--- src/rtl/mlgd_pkg.sv ---
package mlgd_pkg;

    typedef enum logic [2:0] {
        PAIR_IDLE   = 3'd0,
        PAIR_LOW    = 3'd1,
        PAIR_HIGH   = 3'd2,
        PAIR_GAP_UP = 3'd3,
        PAIR_GAP_DN = 3'd4
    } pair_state_e;

endpackage

--- src/rtl/mlgd_level_clamp.sv ---
module mlgd_level_clamp #(
    parameter int LEVELS = 5,
    parameter int SW     = 3
) (
    input  logic              clk,
    input  logic              rst_n,
    input  logic [SW-1:0]     raw_lvl,
    output logic [SW-1:0]     lvl,
    output logic [LEVELS-2:0] thermo,
    output logic              over
);
    localparam int TOP = LEVELS - 1;

    always_comb begin
        over = (int'(raw_lvl) > TOP);
        lvl  = over ? SW'(TOP) : raw_lvl;
    end

    for (genvar i = 0; i < LEVELS - 1; i++) begin : g_thermo
        assign thermo[i] = (int'(lvl) >= i + 1);
    end

    // clamped level never exceeds the top level
    p_clamp_range_r8: assert property (@(posedge clk) disable iff (!rst_n)
        int'(lvl) <= TOP);

    // thermometer code has only contiguous low ones
    p_thermo_shape_r2: assert property (@(posedge clk) disable iff (!rst_n)
        ((thermo + 1'b1) & thermo) == '0);

endmodule

--- src/rtl/mlgd_pair_fsm.sv ---
module mlgd_pair_fsm
    import mlgd_pkg::*;
#(
    parameter int DT_W = 4
) (
    input  logic            clk,
    input  logic            rst_n,
    input  logic            want_up,
    input  logic [DT_W-1:0] dead,
    output logic            gate_up,
    output logic            gate_dn
);
    pair_state_e state_q, state_d;
    logic [DT_W-1:0] cnt_q, cnt_d;
    logic            no_gap;
    logic [DT_W-1:0] reload;

    assign no_gap = (dead == '0);
    assign reload = dead - DT_W'(1);

    always_ff @(posedge clk or negedge rst_n) begin
        if (!rst_n) begin
            state_q <= PAIR_IDLE;
            cnt_q   <= '0;
        end else begin
            state_q <= state_d;
            cnt_q   <= cnt_d;
        end
    end

    always_comb begin
        state_d = state_q;
        cnt_d   = cnt_q;
        unique case (state_q)
            PAIR_IDLE: begin
                cnt_d = reload;
                if (want_up) state_d = no_gap ? PAIR_HIGH : PAIR_GAP_UP;
                else         state_d = no_gap ? PAIR_LOW  : PAIR_GAP_DN;
            end
            PAIR_LOW: begin
                if (want_up) begin
                    cnt_d   = reload;
                    state_d = no_gap ? PAIR_HIGH : PAIR_GAP_UP;
                end
            end
            PAIR_HIGH: begin
                if (!want_up) begin
                    cnt_d   = reload;
                    state_d = no_gap ? PAIR_LOW : PAIR_GAP_DN;
                end
            end
            PAIR_GAP_UP: begin
                if (!want_up) begin
                    cnt_d   = reload;
                    state_d = no_gap ? PAIR_LOW : PAIR_GAP_DN;
                end else if (cnt_q == '0) begin
                    state_d = PAIR_HIGH;
                end else begin
                    cnt_d = cnt_q - DT_W'(1);
                end
            end
            PAIR_GAP_DN: begin
                if (want_up) begin
                    cnt_d   = reload;
                    state_d = no_gap ? PAIR_HIGH : PAIR_GAP_UP;
                end else if (cnt_q == '0) begin
                    state_d = PAIR_LOW;
                end else begin
                    cnt_d = cnt_q - DT_W'(1);
                end
            end
            default: begin
                state_d = PAIR_IDLE;
                cnt_d   = '0;
            end
        endcase
    end

    always_comb begin
        gate_up = 1'b0;
        gate_dn = 1'b0;
        unique case (state_q)
            PAIR_HIGH: gate_up = 1'b1;
            PAIR_LOW:  gate_dn = 1'b1;
            default: begin
                gate_up = 1'b0;
                gate_dn = 1'b0;
            end
        endcase
    end

    // never both devices on
    p_no_overlap_r4: assert property (@(posedge clk) disable iff (!rst_n)
        !(gate_up && gate_dn));

    // upper device cannot follow lower device directly when a gap is set
    p_gap_before_up_r5: assert property (@(posedge clk) disable iff (!rst_n)
        (gate_dn && dead != '0) |=> !gate_up);

    // lower device cannot follow upper device directly when a gap is set
    p_gap_before_dn_r5: assert property (@(posedge clk) disable iff (!rst_n)
        (gate_up && dead != '0) |=> !gate_dn);

    // a device that loses its target is off after the next edge
    p_fast_off_up_r6: assert property (@(posedge clk) disable iff (!rst_n)
        (gate_up && !want_up) |=> !gate_up);

    p_fast_off_dn_r6: assert property (@(posedge clk) disable iff (!rst_n)
        (gate_dn && want_up) |=> !gate_dn);

    // a flip inside an upward gap with a long dead time keeps both off
    p_restart_r7: assert property (@(posedge clk) disable iff (!rst_n)
        (state_q == PAIR_GAP_UP && !want_up && dead > DT_W'(1)) |=> (!gate_up && !gate_dn));

endmodule

--- src/rtl/mlgd_phase.sv ---
module mlgd_phase #(
    parameter int LEVELS = 5,
    parameter int DT_W   = 4,
    parameter int SW     = 3
) (
    input  logic              clk,
    input  logic              rst_n,
    input  logic [SW-1:0]     raw_lvl,
    input  logic [DT_W-1:0]   dead,
    output logic [LEVELS-2:0] up,
    output logic [LEVELS-2:0] dn,
    output logic [SW-1:0]     fb,
    output logic              over
);
    localparam int NP = LEVELS - 1;

    logic [SW-1:0] lvl;
    logic [NP-1:0] thermo;

    mlgd_level_clamp #(.LEVELS(LEVELS), .SW(SW)) u_clamp (
        .clk     (clk),
        .rst_n   (rst_n),
        .raw_lvl (raw_lvl),
        .lvl     (lvl),
        .thermo  (thermo),
        .over    (over)
    );

    for (genvar i = 0; i < NP; i++) begin : g_pair
        mlgd_pair_fsm #(.DT_W(DT_W)) u_pair (
            .clk     (clk),
            .rst_n   (rst_n),
            .want_up (thermo[i]),
            .dead    (dead),
            .gate_up (up[i]),
            .gate_dn (dn[i])
        );
    end

    always_comb begin
        fb = '0;
        for (int i = 0; i < NP; i++) begin
            fb = fb + SW'(up[i]);
        end
    end

    // with every pair steady and the level unchanged, feedback equals level
    p_fb_settled_r3: assert property (@(posedge clk) disable iff (!rst_n)
        (((up ^ dn) == '1) && $stable(lvl)) |-> (fb == lvl));

endmodule

--- src/rtl/mlevel_gate_decoder.sv ---
module mlevel_gate_decoder #(
    parameter int LEVELS = 5,
    parameter int PHASES = 3,
    parameter int DT_W   = 4,
    localparam int SW    = (LEVELS > 2) ? $clog2(LEVELS) : 1,
    localparam int NP    = LEVELS - 1
) (
    input  logic                 clk,
    input  logic                 rst_n,
    input  logic [PHASES*SW-1:0] state_cmd,
    input  logic [DT_W-1:0]      dead_cycles,
    output logic [PHASES*NP-1:0] gate_up,
    output logic [PHASES*NP-1:0] gate_dn,
    output logic [PHASES*SW-1:0] state_fb,
    output logic                 range_err
);
    logic [PHASES-1:0] over;
    logic              err_q;

    for (genvar p = 0; p < PHASES; p++) begin : g_phase
        mlgd_phase #(.LEVELS(LEVELS), .DT_W(DT_W), .SW(SW)) u_phase (
            .clk     (clk),
            .rst_n   (rst_n),
            .raw_lvl (state_cmd[p*SW +: SW]),
            .dead    (dead_cycles),
            .up      (gate_up[p*NP +: NP]),
            .dn      (gate_dn[p*NP +: NP]),
            .fb      (state_fb[p*SW +: SW]),
            .over    (over[p])
        );
    end

    always_ff @(posedge clk or negedge rst_n) begin
        if (!rst_n) err_q <= 1'b0;
        else        err_q <= err_q | (|over);
    end

    assign range_err = err_q;

    // flag holds once set
    p_err_sticky_r9: assert property (@(posedge clk) disable iff (!rst_n)
        range_err |=> range_err);

    // an out-of-range command sets the flag
    p_err_set_r9: assert property (@(posedge clk) disable iff (!rst_n)
        (|over) |=> range_err);

endmodule

--- config.mk ---
export PLATFORM = sky130hd
export DESIGN_NAME = mlevel_gate_decoder
export DESIGN_NICKNAME = d
export VERILOG_FILES = /design/src/rtl/mlgd_pkg.sv /design/src/rtl/mlgd_level_clamp.sv /design/src/rtl/mlgd_pair_fsm.sv /design/src/rtl/mlgd_phase.sv /design/src/rtl/mlevel_gate_decoder.sv
export SDC_FILE = /design/constraint.sdc
export NUM_CORES = 1
export LEC_CHECK = 0
export BUFFER_PORTS_ARGS = -buffer_cell sky130_fd_sc_hd__buf_4
export CORE_ASPECT_RATIO = 1.5
export CORE_UTILIZATION = 50
export DETAILED_ROUTE_END_ITERATION = 10
export PLACE_DENSITY = 0.68
export SYNTH_ARGS = -nofsm -noshare
export SYNTH_HDL_FRONTEND = slang
export SYNTH_SLANG_ARGS = --single-unit
--- constraint.sdc ---
create_clock -name clk -period 3.1 [get_ports clk]
set_input_delay 0.465 -clock clk [delete_from_list [all_inputs] [get_ports clk]]
set_output_delay 0.465 -clock clk [all_outputs]
set_load 0.01 [all_outputs]
# After elaboration in Yosys (flattened, before gate mapping)
# Index checks and enable logic that the tools add are counted.
# word_totals
n_memories	0
ramBits	0
mem_bits_ro	0
output_inout_bits	34
wordCells	406
in_bits	15
regBits	85
latch_bits	0
# classes
eq_ne	96
mux	197
n_lt_le_gt_ge	15
n_reduce_logical	50
div_mod_pow	0
shift	0
bitwise_logic	1
multipliers	0
add_sub_neg	22
# ops
cell	count
3-bit 2-to-1 mux	88
4-bit 2-to-1 mux	60
4-bit case mux with 5 select lines	12
3-bit case mux with 5 select lines	12
3-bit by 2-bit == test with 1-bit output, second input constant	24
3-bit != test, second input constant	24
4-bit logical NOT	13
4-bit by 1-bit subtractor with 4-bit output, second input constant	13
2-bit != test, second input constant	24
4-bit AND reduction	12
3-bit by 1-bit == test with 1-bit output, second input constant	12
3-bit == test, second input constant	12
3-bit logical NOT	12
1-bit 2-to-1 mux	25
2-bit AND reduction	12
3-bit by 1-bit adder with 3-bit output	6
3-bit by 2-bit greater-or-equal comparator with 1-bit output, second input constant	6
3-bit by 1-bit greater-or-equal comparator with 1-bit output, second input constant	3
3-bit greater-or-equal comparator, second input constant	3
3-bit greater-than comparator, second input constant	3
1-bit by 1-bit adder with 2-bit output	3
3-bit OR reduction	1
1-bit bitwise OR	1

# Longest topological paths before layout
# depth
ltp_word	5
depth_mapped	15
mapped_depth_nobuf	11

# Modules after synthesis
# Synthesis repeated with hierarchy kept, for this count alone.
# hier_totals
hier_cells	1130
hier_area_um2	9575.4
# modules_own_cells
module	seq_area_each_um2	area_each_um2	cells_each	instances
mlgd_pair_fsm (g_phase[0].u_phase.g_pair[2].u_pair ...)	175.2	775.7	91	8
mlgd_pair_fsm (g_phase[0].u_phase.g_pair[0].u_pair ...)	175.2	744.5	90	2
mlgd_pair_fsm (g_phase[2].u_phase.g_pair[2].u_pair)	175.2	778.2	91	1
mlgd_pair_fsm (g_phase[2].u_phase.g_pair[3].u_pair)	175.2	773.2	96	1
mlgd_level_clamp	0.0	53.8	8	3
mlgd_phase	0.0	45.0	3	3
mlevel_gate_decoder	25.0	32.5	2	1

# Worst setup path before layout
# OpenSTA, ideal clock, no wires.
# synth_timing
path_type	input port to flip-flop
start	input port dead_cycles[0]
end	register g_phase[1].u_phase.g_pair[2].u_pair.state_q[0]
path_buffers	4
stages	14
setup_ps	122
required_time_ps	2978
arrival_ps	2825
setup_slack_ps	154
cell_sequence	clkbuf_2 > clkbuf_1 > inv_1 > ha_1 > or3b_1 > clkbuf_1 > inv_2 > buf_2 > ha_1 > nor2_1 > a211oi_1 > a31oi_1 > o22ai_1 > a32o_1
# synth_via
elab_chain_cells	4
elab_cells_between_ends	9
classes_between	mux (8); reduce/logical (1)
# synth_rtl
element	line_no	rtl
from (decl)	mlevel_gate_decoder.sv:11	input logic [DT_W-1:0] dead_cycles,
4-bit logical NOT *	mlgd_pair_fsm.sv:18	assign no_gap = (dead == '0);
1-bit 2-to-1 mux or 3-bit 2-to-1 mux (tied branches)	-	
3-bit 2-to-1 mux, on equally long branches	-	
3-bit case mux with 5 select lines *	mlgd_pair_fsm.sv:34	unique case (state_q)
to (signal assigned)	mlgd_pair_fsm.sv:26	state_q <= state_d;
to (decl)	mlgd_pair_fsm.sv:13	pair_state_e state_q, state_d;
# Mark *: on every way between the ends. The rest lies on a longest branch, timed or not. The select of a mux whose other input is x is not followed.
# A chain may end at the register's enable or synchronous reset.

# Final worst setup path
# layout_timing
start	register g_phase[2].u_phase.g_pair[1].u_pair.state_q[2]
end	output port state_fb[7]
# layout_via
elab_chain_cells	5
# layout_rtl
element	line_no	rtl
from (decl)	mlgd_pair_fsm.sv:13	
from (signal assigned)	mlgd_pair_fsm.sv:26	
3-bit by 2-bit == test with 1-bit output	mlgd_pair_fsm.sv:82	unique case (state_q)
1-bit 2-to-1 mux	mlgd_pair_fsm.sv:82	
1-bit by 1-bit adder with 2-bit output	mlgd_phase.sv:43	fb = fb + SW'(up[i]);
3-bit by 1-bit adder with 3-bit output (2 in series)	mlgd_phase.sv:43	
to (decl)	mlevel_gate_decoder.sv:14	output logic [PHASES*SW-1:0] state_fb,
# No other way between the ends.

==> flow_summary.yaml <==
timing:
  fin_crit_ps: 2970
  hold_viol_final: 0
  setup_viol: 0
  tightest_slew_ps: 916
  slew_headroom: 0.387
  slew_violations: 0
  fmax_ghz: 0.336
  min_period_over_period: 0.960
  skew_ps: 8.73
  setup_tns_ps: 0
  rsz0062_at_grt: "no"
clocking:
  cts-htree-levels: 3
  worstSkewPairLatency_ps: 350
  clk_pin_slew_worst_paths_ps: 70
  ctsRootBufferMaster: "clkbuf_16"
  cts_buffers: 9
  cts_tree: "done"
  clk_path_buf_depth: 2
  cts_setup_buffers: 0
  cts_sinks: 85
  cts-hold-fix-buffers: 0
synth:
  synth.mux.area_fraction: 0.0143
  syn_area_um2: 8150
  synth_top_area_frac: 0.261
  synth_top_area_cell: "dfrtp_1"
  synth_nets: 1152
  synth_top_family_by_area: "compound AO/OA/AOI/OAI gates"
  synthAdderAreaFrac: 0.0810
  synth_edf_count: 0
  synthSimpleGateAreaFrac: 0.209
  syn_inst: 1086
  synthXorXnorAreaFrac: 0.00967
  synthArstFlopShare: 1.00
  synth_warnings: 0
  yosysMostFrequentCell: "o21ai_0"
  yosys_register_bits: 85
  synth_area_per_cell_um2: 7.51
  synth_compound_area_frac: 0.329
  yosysUniqueCellTypes: 76
  synth_common_cells: "o21ai_0, nor2_1, nand2_1"
  synth_area_leaders: "dfrtp_1, ha_1, o21ai_0"
  synth-main-ff-cell: "dfrtp_1"
  ys_seq_area_frac: 0.261
run_status:
  status: "finished, final reports clean"
setup_path:
  critPathMaxFanout: 18
  cp_slowest_cell: "dfrtp_1"
  crit_arrival_ps: 2510
  critPathKind: "flip-flop to primary output"
  crit_path_start_kind: "flip-flop"
  crit_required_ps: 2630
  path_common_cell: "ha_1"
  path_cells: "nor3_1 > ha_1 > fa_1 > ha_1 > buf_4"
  cpPeakStageDelay_ps: 570
  critPathCaptureType: "primary output"
cells_and_area:
  syn_to_final_growth_pct: 8.26
  final_util: 0.560
  seq_area_um2: 2130
  antenna_cells: 0
  drive_gt1_frac: 0.121
  multi_input_area_um2: 5260
  nFillCells: 1512
  nNetsFinal: 1139
placement:
  routabilityCongestion: 0.890
  dp_hpwl_mm: 15.0
  io_buffer_count: 48
power_and_ir_drop:
  power_density_nw_per_um2: 898
  power_mw: 7.92
  ir_worst_vdd_mv: 0.507
  power.leakage_nw: 3.68
floorplan:
  dieArea_um2: 16800
  num_rows: 56
  start_util: 0.517
  coreArea_um2: 15800
  fp.dieW_um: 106
  num_io_pins: 49
  fp.dieH_um: 158
global_routing:
  grt_overflow: 0
  grt_pass1_vias: 7443
  grt_first_pass_wirelength_mm: 36.1
  grt_use_total: 0.266
  grt_max_degree: 42
  antenna_found_initial: 0
drt:
  routed.top_layer: "met4"
  wl_per_cell_um: 16.7
  first_iter_violations: 449
  vias_per_cell: 6.26
  wl_mm: 21.4
  wl_met3_um: 951
  wl_met2_mm: 10.6
  firstDrtPassIters: 7
  ant_nets: 0
  m1WireLength_mm: 9.02
  dr_total_vias: 8024
  drc: 0
min_path:
  hp-class: "input port to asynchronous set/reset pin"
flow_run:
  cap_violations: 0
worst paths after layout:
| path | cells past startpoint | endpoint | slack (ps) | startpoint |
|---|---|---|---|---|
| setup / recovery | 5 | state_fb[7] | 130 | g_phase[2].u_phase.g_pair[1].u_pair.state_q[2] |
| hold / removal | 1 | g_phase[1].u_phase.g_pair[3].u_pair.state_q[1] | 100 | rst_n |
| setup reg to reg | 8 | g_phase[2].u_phase.g_pair[3].u_pair.cnt_q[3] | 940 | g_phase[2].u_phase.g_pair[3].u_pair.cnt_q[1] |
| hold reg to reg | 1 | range_err | 510 | range_err |
| max in group asynchronous | 2 | g_phase[2].u_phase.g_pair[3].u_pair.cnt_q[3] | 2250 | rst_n |
| min in group clk | 2 | g_phase[1].u_phase.g_pair[3].u_pair.state_q[1] | 450 | state_cmd[5] |
registers in the layout, summed over array words and instances (netlist names):
signal / count
range_err: 1
g_phase.u_phase.g_pair.u_pair.state_q: 36
g_phase.u_phase.g_pair.u_pair.cnt_q: 48
critical path, delay by kind of cell (launching register included):
kind	cells	cell delay, ps
fa+ha+maj	3	990
flops	1	570
simple gates	1	450
buf+inv	1	150
cell usage in the layout, fill, tap and decap left out, types with 9 or more instances in the layout:
cell type,n
o32ai_1,12
buf_4,82
o21ai_0,115
nand2_1,87
a211oi_1,19
nor2_1,107
clkbuf_16,9
inv_1,59
o22ai_1,55
dfrtp_1,85
a22oi_1,17
a22o_1,10
a31oi_1,19
o31ai_1,10
nand2b_1,18
ha_1,48
nor3_1,31
a21oi_1,85
nand3_1,19
and2_1,9
nor2b_1,12
nor3b_1,13
mux2i_1,9
layout make-up:
| type | instances | share of cell area |
|---|---|---|
| Clock inverter | 5 | 0.00950 |
| Timing Repair Buffer | 82 | 0.0697 |
| Multi-Input combinational cell | 831 | 0.596 |
| Tap cell | 203 | 0.0288 |
| Sequential cell | 85 | 0.241 |
| Clock buffer | 11 | 0.0275 |
| Inverter | 64 | 0.0272 |
cell families after synthesis:
kind of cell / after synthesis
AO/OA/AOI/OAI: 419
AND/OR/NAND/NOR: 341
buffers and inverters: 170
flip-flops: 85
adder cells (fa/ha/maj): 51
multiplexers: 11
XOR/XNOR: 9
per-layer routing:
layer  up-vias  global-route usage
li1       3927                   -
met5         -                   0
met4         0               0.132
met1      3798               0.326
met3        48              0.0332
met2       251               0.459
report_power, final:
| group | internal, mW | switching, mW |
|---|---|---|
| sequential | 1.54 | 0.628 |
| combinational | 2.01 | 2.54 |
| clock | 0.731 | 0.476 |
| total | 4.28 | 3.64 |
what timing repair did:
action                     in CTS  in global routing
setup endpoints to repair       0                  1
hold endpoints to repair        0                  0
resized for setup               0                  1
stage by stage:
stage	setup slack, ps	cells	cell area, um^2	hold WS [ps]
2_1_floorplan	154	1086	8150	169
5_1_grt	54.2	1281	8830	159
6_report	125	1281	8830	101
4_1_cts	115	1281	8820	123
3_3_place_gp	470	1265	8500	494
3_5_place_dp	450	1265	8500	478
(Power assumes the default switching activity.)
